## src/rtl/br_pkg.sv

```systemverilog
package br_pkg;
  // Low five opcode bits shared by every conditional branch
  localparam logic [4:0] BR_LOW_PATTERN = 5'b10000;

  typedef enum logic [1:0] {
    SEL_NEG  = 2'b00,
    SEL_OVF  = 2'b01,
    SEL_CARRY = 2'b10,
    SEL_ZERO = 2'b11
  } flag_sel_e;

  typedef struct packed {
    logic       is_branch;
    logic       taken;
  } cond_res_t;
endpackage

```

## src/rtl/br_cond_eval.sv

```systemverilog
module br_cond_eval
  import br_pkg::*;
(
  input  logic [7:0] opcode,
  input  logic       flag_n,
  input  logic       flag_v,
  input  logic       flag_z,
  input  logic       flag_c,
  output cond_res_t  res
);
  flag_sel_e sel;
  logic      want;
  logic      flag_val;

  always_comb begin
    sel  = flag_sel_e'(opcode[7:6]);
    want = opcode[5];
    unique case (sel)
      SEL_NEG:   flag_val = flag_n;
      SEL_OVF:   flag_val = flag_v;
      SEL_CARRY: flag_val = flag_c;
      default:   flag_val = flag_z;
    endcase
    res.is_branch = (opcode[4:0] == BR_LOW_PATTERN);
    res.taken     = res.is_branch && (flag_val == want);
  end
endmodule

```

## src/rtl/br_target_calc.sv

```systemverilog
module br_target_calc #(
  parameter int ADDR_W = 16,
  parameter int OFS_W  = 8,
  parameter int PAGE_W = 8
) (
  input  logic [ADDR_W-1:0] base_pc,
  input  logic [OFS_W-1:0]  offset,
  output logic [ADDR_W-1:0] target,
  output logic              page_cross
);
  localparam int EXT_W = ADDR_W - OFS_W;

  logic [ADDR_W-1:0] ofs_ext;

  always_comb begin
    ofs_ext    = {{EXT_W{offset[OFS_W-1]}}, offset};
    target     = base_pc + ofs_ext;
    page_cross = (target[ADDR_W-1:PAGE_W] != base_pc[ADDR_W-1:PAGE_W]);
  end
endmodule

```

## src/rtl/br_unit.sv

```systemverilog
module br_unit
  import br_pkg::*;
#(
  parameter int ADDR_W = 16,
  parameter int OFS_W  = 8,
  parameter int PAGE_W = 8
) (
  input  logic              clk,
  input  logic              rst,
  input  logic              start,
  input  logic [7:0]        opcode,
  input  logic              flag_n,
  input  logic              flag_v,
  input  logic              flag_z,
  input  logic              flag_c,
  input  logic [ADDR_W-1:0] next_pc,
  input  logic [OFS_W-1:0]  offset,
  output logic              taken,
  output logic [ADDR_W-1:0] new_pc,
  output logic [1:0]        extra_cyc,
  output logic              busy,
  output logic              done
);
  localparam int CNT_W = 2;

  cond_res_t         cres;
  logic [ADDR_W-1:0] tgt;
  logic              xpage;
  logic [ADDR_W-1:0] pc_next_c;
  logic [CNT_W-1:0]  extra_c;
  logic [CNT_W-1:0]  cnt_q;
  logic              accept;

  br_cond_eval u_cond (
    .opcode (opcode),
    .flag_n (flag_n),
    .flag_v (flag_v),
    .flag_z (flag_z),
    .flag_c (flag_c),
    .res    (cres)
  );

  br_target_calc #(
    .ADDR_W (ADDR_W),
    .OFS_W  (OFS_W),
    .PAGE_W (PAGE_W)
  ) u_tgt (
    .base_pc    (next_pc),
    .offset     (offset),
    .target     (tgt),
    .page_cross (xpage)
  );

  always_comb begin
    accept    = start && !busy;
    pc_next_c = cres.taken ? tgt : next_pc;
    if (!cres.taken)   extra_c = 2'd0;
    else if (xpage)    extra_c = 2'd2;
    else               extra_c = 2'd1;
  end

  always_ff @(posedge clk) begin
    if (rst) begin
      taken     <= 1'b0;
      new_pc    <= '0;
      extra_cyc <= '0;
      busy      <= 1'b0;
      done      <= 1'b0;
      cnt_q     <= '0;
    end else if (accept) begin
      taken     <= cres.taken;
      new_pc    <= pc_next_c;
      extra_cyc <= extra_c;
      cnt_q     <= extra_c;
      busy      <= (extra_c != 0);
      done      <= (extra_c == 0);
    end else if (busy) begin
      cnt_q <= cnt_q - 1'b1;
      if (cnt_q == 1) begin
        busy <= 1'b0;
        done <= 1'b1;
      end
    end else begin
      done <= 1'b0;
    end
  end
endmodule

```

## config.mk

```make
export PLATFORM = sky130hd
export DESIGN_NAME = br_unit
export DESIGN_NICKNAME = d
export VERILOG_FILES = /design/src/rtl/br_pkg.sv /design/src/rtl/br_cond_eval.sv /design/src/rtl/br_target_calc.sv /design/src/rtl/br_unit.sv
export SDC_FILE = /design/constraint.sdc
export NUM_CORES = 1
export LEC_CHECK = 0
export BUFFER_PORTS_ARGS = -buffer_cell sky130_fd_sc_hd__buf_2
export CORE_MARGIN = 2
export CORE_UTILIZATION = 56
export DETAILED_ROUTE_END_ITERATION = 12
export PLACE_DENSITY = 0.86
export SKIP_CTS_REPAIR_TIMING = 1
export SLEW_MARGIN = 20
export SYNTH_ARGS = -nofsm -noshare
export SYNTH_HDL_FRONTEND = slang
export SYNTH_SLANG_ARGS = --single-unit
```

## constraint.sdc

```tcl
create_clock -name clk -period 7.55 [get_ports clk]
set_clock_uncertainty 0.15 [all_clocks]
set_input_delay 0.755 -clock clk [delete_from_list [all_inputs] [get_ports clk]]
set_output_delay 0.755 -clock clk [all_outputs]
set_load 0.01 [all_outputs]
```

==> qor.yml, run 1 <==
critical_path.top_delay_family: "compound AO/OA/AOI/OAI gates"
synth_cell_types: 53
dr_total_vias: 2109
finalNonFillerCells: 353
viasPerCell: 5.97
crit_path_max_incr_delay_ns: 0.45
fin_setup_tns_ns: 0
areaGrowthSynthToFinish_pct: 15.6
fp.dieArea_um2: 4110
synth_edf_count: 0
reg2reg_from: "busy"
cpMaxStageDelayCell: "or4_1"
synth_cells: 260
num-nets-final: 364
synth_async_sr_flop_share_pct: 0
rows: 21
cp_common_cell: "a41oi_1"
cts_tree: "built"
syn-num-nets: 316
grt_pass1_vias: 1839
htreeDepth: 1
route.detailed.drc: 0
relSlewSlack_pct: 28.5
antenna_found_initial: 0
die_height_um: 64.1
fp.coreArea_um2: 3420
drt-initial-drc-count: 183
synth_warnings: 0
path_buf_inv: 1
path_max_fanout: 3
clock-root-buffer: "clkbuf_4"
syn_area_um2: 2020
drive_gt1_share_pct: 22.8
dpl.hpwl_um: 3920
io_pins: 60
seq_area_frac_synth_pct: 22.8
max-vdd-ir-drop_v: 0.0000581
finalInstanceArea_um2: 2340
chipWidth_um: 64.1
slew_violations: 0
num_antenna_cells: 0
crit_arrival_ns: 3.47
ys_ff_latch: 23
grt_max_degree: 29
hold_class: "flop to flop"
start_util_pct: 59.2
clk_pin_slew_worst_paths_ns: 0.11
rsz0062_at_grt: "no"
cp.required_ns: 7.64
overflow: 0
hp-start: "new_pc[2]"
finalCritPeriodShare_pct: 44.8
whs_ns: 0.304
final-setup-viol-count: 0
min_path_cells: 2
final_cell_mix: "59 x buf_2, 31 x nor2_1, 25 x a21oi_1"
p_total_mw: 0.327
whs_endpoint: "new_pc[2]"
r2r_cells: 3
portBuffers: 59
crit_type: "input pin to flop"
worst_slew_pin_slew_ns: 1.07
first_pass_iters: 4
power.density_nw_per_um2: 140
dp_cells: 349
r2r_setup_slack_ns: 5.76
avgSynthCellArea_um2: 7.78
gp_congestion: 0.913
grt_pass1_wl_um: 8220
clk_latency_ns: 0.30
fin_crit_ns: 3.38
status: "completed"
postPlaceCellArea_um2: 2310
wirelength_um: 4920
r2r-end: "extra_cyc[0]"
ys.flop_type: "dfxtp_1"
cts_buffers: 3
hold_viol_final: 0
power_leakage_nw: 1.04
max_cap_viol_count: 0
cts.sinks: 23
worstPathCellList: "buf_2, ha_1, fa_1, a41oi_1, o211a_1, o21ai_1, a41oi_1, xnor3_1, nand4b_1, or4_1, a21oi_1"
crit_path_start_kind: "input pin"
end_kind: "flop"
clockBufferDepth: 2
fmax_mhz: 295
grt_use_total_pct: 24.3
final_common_cell: "buf_2"
wl_per_cell_um: 13.9
drtAntennaViolNets: 0
area by class of cell:
class / instances / area (um^2)
multi-input combinational: 217 / 1480
inverter: 3 / 11.3
timing repair buffer: 60 / 303
fill: 310 / 1080
clock buffer: 4 / 26.3
sequential: 23 / 460
tap: 46 / 57.6
cell usage after synthesis, types with 4 or more instances:
cell       n  area (um^2)
nor2_1    31          116
a21oi_1   25          125
dfxtp_1   23          460
nand2_1   21         78.8
ha_1      16          200
a211oi_1  14          105
clkbuf_1  13         48.8
o21ai_0   13         65.1
xnor2_1   11         96.3
nand3_1    8         40.0
nor3_1     8         40.0
mux2i_1    6         60.1
xor2_1     6         52.6
o211ai_1   5         37.5
nand4_1    4         25.0
nor2b_1    4         25.0
how the worst max path moves through the flow:
stage / start / slack, ns / cells after the start / end
CTS: offset[0] / 4.18 / 11 / extra_cyc[0]
floorplan: offset[0] / 4.19 / 10 / extra_cyc[0]
detailed placement: offset[0] / 3.86 / 11 / extra_cyc[0]
global placement: offset[0] / 3.95 / 11 / extra_cyc[0]
global route: next_pc[0] / 3.94 / 11 / cnt_q[0]
finish: offset[0] / 4.17 / 11 / extra_cyc[0]
kinds of logic (layout without fill, tap and decap cells):
family / after synthesis / after routing / synth area share, %
AO/OA/AOI/OAI: 83 / 83 / 26.9
XOR/XNOR: 19 / 19 / 9.59
adder cells (fa/ha/maj): 17 / 17 / 10.9
buffers and inverters: 20 / 67 / 4.08
flip-flops: 23 / 23 / 22.8
multiplexers: 7 / 7 / 4.08
AND/OR/NAND/NOR: 91 / 91 / 21.7
metrics by stage:
stage,utilization [%],worst slack (ns)
after global placement,67.7,3.95
after CTS,68.5,4.18
after global routing,68.5,3.94
after detailed placement,67.7,3.86
after floorplan,-,4.19
final,68.5,4.17
where the power goes:
part           leakage, nW  internal [mW]  switching, mW
logic                0.831         0.0621         0.0781
clock network       0.0150         0.0206         0.0343
registers            0.190          0.128        0.00328
total                 1.04          0.211          0.116
sequential cells by signal, summed over array words and instances, names as in the netlist:
name       flops
busy           1
cnt_q          2
done           1
extra_cyc      2
new_pc        16
taken          1
worst reg2reg max path: stages, from the launching register on:
cell and delay [ns]:
dfxtp_1 0.41, nand2b_1 0.37, or4_1 0.63, a21oi_1 0.18
metal layers:
layer / vias to the layer above / wire length (um) / global-route usage [%]
li1: 1058 / - / -
met1: 972 / 2290 / 35.8
met2: 71 / 2310 / 39.3
met3: 8 / 242 / 0.528
met4: 0 / 70 / 6.38
met5: - / 0 / 0
No activity file was read; power rests on OpenSTA's default activity.
==> run 2: changes to the inputs <==
--- a/config.mk
+++ b/config.mk
@@ -5,11 +5,12 @@
 export SDC_FILE = /design/constraint.sdc
 export NUM_CORES = 1
 export LEC_CHECK = 0
+export ABC_AREA = 1
 export BUFFER_PORTS_ARGS = -buffer_cell sky130_fd_sc_hd__buf_2
 export CORE_MARGIN = 2
-export CORE_UTILIZATION = 56
+export CORE_UTILIZATION = 48
 export DETAILED_ROUTE_END_ITERATION = 12
-export PLACE_DENSITY = 0.86
+export PLACE_DENSITY = 0.77
 export SKIP_CTS_REPAIR_TIMING = 1
 export SLEW_MARGIN = 20
 export SYNTH_ARGS = -nofsm -noshare
==> constraint.sdc (replaced) <==
create_clock -name clk -period 2.85 [get_ports clk]
set_clock_uncertainty 0.15 [all_clocks]
set_input_delay 0.285 -clock clk [delete_from_list [all_inputs] [get_ports clk]]
set_output_delay 0.285 -clock clk [all_outputs]
set_load 0.01 [all_outputs]
==> run 2 against run 1 <==
Utilization down 9.6 points. Via count up 18%. Area after synthesis up 7.5%. Critical path type unchanged. Highest routed layer unchanged.
==> qor.yml, run 2 <==
grt_max_degree: 22  # was 29
areaGrowthSynthToFinish_pct: 17.8  # was 15.6%
end_kind: "flop"  # unchanged
crit_type: "input pin to flop"  # unchanged
worst_slew_pin_slew_ns: 0.673  # was 1.07 ns
fin_setup_tns_ns: 0  # unchanged
synth.most_common_cell: "nand2_1"  # was nor2_1
dr_total_vias: 2499  # was 2109
syn-num-nets: 434  # was 316
synth_top_area_share_pct: 24.5  # was 22.8%
clock-root-buffer: "clkbuf_8"  # was clkbuf_4
largest_register_ffs: 16  # unchanged
fp.coreArea_um2: 4350  # was 3420 um^2
overflow: 0  # unchanged
synthTopCellsByCount: "142 x nand2_1, 61 x inv_1, 39 x nand3_1"  # was 31 x nor2_1, 25 x a21oi_1, 23 x dfxtp_1
cts.sinks: 23  # unchanged
avgSynthCellArea_um2: 5.75  # was 7.78 um^2
gp_congestion: 1.03  # was 0.913
antenna_found_initial: 0  # unchanged
chipWidth_um: 71.3  # was 64.1 um
top_register: "new_pc"  # unchanged
fin_crit_ns: 2.28
swShare_pct: 37.7  # was 35.4%
final_cell_mix: "142 x nand2_1, 61 x inv_1, 59 x buf_2"  # was 59 x buf_2, 31 x nor2_1, 25 x a21oi_1
cts_buffers: 3  # unchanged
die_height_um: 71.3  # was 64.1 um
final_common_cell: "nand2_1"  # was buf_2
synth_area_leader_cell: "nand2_1"  # was dfxtp_1
syn_area_um2: 2170  # was 2020 um^2
ys_ff_latch: 23  # unchanged
p_int_mw: 0.570  # was 0.211 mW
synth_cells: 378  # was 260
drt-initial-drc-count: 91  # was 183
finalCritPeriodShare_pct: 79.9
crit_path_start_kind: "input pin"  # unchanged
dpl.hpwl_um: 4650  # was 3920 um
final-setup-viol-count: 0  # unchanged
status: "completed"  # unchanged
grt_pass1_vias: 2309  # was 1839
cts_tree: "built"  # unchanged
clk_latency_ns: 0.26  # was 0.30 ns
viasPerCell: 5.12  # was 5.97
fmax_mhz: 439
seqPwrFrac_pct: 37.8  # was 40.3%
htreeDepth: 1  # unchanged
relSlewSlack_pct: 55.1  # was 28.5%
comb_power_share_pct: 39.6  # was 42.9%
portBuffers: 59  # unchanged
power_leakage_nw: 1.47  # was 1.04 nW
synth_warnings: 0  # unchanged
top_regs: "new_pc (16), cnt_q (2), extra_cyc (2)"  # unchanged
p_total_mw: 0.915  # was 0.327 mW
drive_gt1_share_pct: 18.1  # was 22.8%
clockBufferDepth: 2  # unchanged
max_cap_viol_count: 0  # unchanged
ys.flop_type: "dfxtp_1"  # unchanged
clk_pin_slew_worst_paths_ns: 0.08  # was 0.11 ns
max-vdd-ir-drop_v: 0.000169  # was 0.0000581 V
synth_async_sr_flop_share_pct: 0  # unchanged
fp.dieArea_um2: 5090  # was 4110 um^2
num-nets-final: 493  # was 364
power.density_nw_per_um2: 357  # was 140 nW/um^2
clkPwrFrac_pct: 22.6  # was 16.8%
drtAntennaViolNets: 0  # unchanged
wl_per_cell_um: 11.7  # was 13.9 um
hold_class: "input pin to flop"  # was flop to flop
final_util_pct: 58.8  # was 68.5%
grt_use_total_pct: 23.3  # was 24.3%
wirelength_um: 5690  # was 4920 um
slew_violations: 0  # unchanged
power.switching_mw: 0.344  # was 0.116 mW
grt_pass1_wl_um: 9850  # was 8220 um
start_util_pct: 49.9  # was 59.2%
synth_edf_count: 0  # unchanged
hold_viol_final: 0  # unchanged
rows: 24  # was 21
cp.required_ns: 2.84  # was 7.64 ns
yosys-top-cells-area: "nand2_1 25%, dfxtp_1 21%, inv_1 11%, ha_1 9.2%, nand3_1 9.0%"  # was dfxtp_1 23%, ha_1 9.9%, a21oi_1 6.2%, nor2_1 5.8%, a211oi_1 5.2%
path_max_fanout: 3  # unchanged
io_pins: 60  # unchanged
first_pass_iters: 4  # unchanged
seq_area_frac_synth_pct: 21.2  # was 22.8%
synth_cell_types: 27  # was 53
num_antenna_cells: 0  # unchanged
crit_arrival_ns: 2.27  # was 3.47 ns
route.detailed.drc: 0  # unchanged
rsz0062_at_grt: "no"  # unchanged
-- run 2: cell count changes in the layout (fill, tap and decap cells not counted), sizes merged, moves of 5 or more --
| cell | change |
|---|---|
| xnor2 | -11 |
| nor3 | -7 |
| o21ai | -11 |
| inv | +59 |
| a31oi | +13 |
| mux2i | -6 |
| a21oi | -13 |
| nor2 | -5 |
| a211oi | -14 |
| nand3 | +32 |
| nand2 | +128 |
-- run 2: power groups by stage --
stage	Combinational (mW)	Sequential (mW)	Clock, mW
2_1_floorplan	0.247	0.361	0
3_3_place_gp	0.351	0.354	0
3_5_place_dp	0.358	0.354	0
4_1_cts	0.361	0.346	0.214
5_1_grt	0.418	0.349	0.220
6_report	0.362	0.346	0.206
-- run 2: routing by layer --
metal	vias to the layer above	global-route usage (%)	routed length [um]
met3	10	3.23	338
met1	1106	30.6	2740
li1	1316	-	-
met2	67	39.5	2530
met4	0	7.34	73
met5	-	0	0
-- run 2: cell type report --
cell class,instances,area [um^2]
multi-input combinational,287,1450
clock inverter,1,5.00
tap,52,65.1
timing repair buffer,60,303
sequential,23,460
inverter,62,233
clock buffer,3,41.3
fill,444,1790
-- run 2: cells by family after synthesis --
logic type / after synthesis / synth area share [%]
AND/OR/NAND/NOR: 226 / 43.9
buffers and inverters: 68 / 12.0
AO/OA/AOI/OAI: 38 / 10.4
flip-flops: 23 / 21.2
adder cells (fa/ha/maj): 17 / 10.1
XOR/XNOR: 6 / 2.42
-- run 2: worst max-delay path, stage by stage --
cell and delay [ns]:
buf_2 0.10, ha_1 0.23, fa_1 0.40, nand2_1 0.13
a21oi_2 0.11, nand2_1 0.10, nand2_1 0.05, nand2_1 0.07
nand2_1 0.06, nand2_1 0.05, nand2_1 0.05, nor2_1 0.21
nand2_1 0.13, o21bai_1 0.21, a21oi_1 0.09
-- run 2: path summary, 6_finish.rpt --
kind	start	to	slack [ns]	depth (start not counted)
setup / recovery	offset[0]	extra_cyc[1]	0.57	15
setup reg to reg	busy	new_pc[11]	0.88	6
hold / removal	next_pc[4]	new_pc[4]	0.14	3
hold reg to reg	extra_cyc[0]	extra_cyc[0]	0.31	2
-- run 2: metrics by stage --
| step | hold slack (ns) | std cells | instance area, um^2 | worst slack, ns |
|---|---|---|---|---|
| after CTS | 0.130 | 488 | 2560 | 0.627 |
| after global placement | 0.303 | 484 | 2510 | 0.402 |
| after global routing | 0.152 | 488 | 2560 | 0.374 |
| final | 0.138 | 488 | 2560 | 0.574 |
| after floorplan | 0.293 | 378 | 2170 | 0.694 |
| after detailed placement | 0.303 | 484 | 2510 | 0.336 |
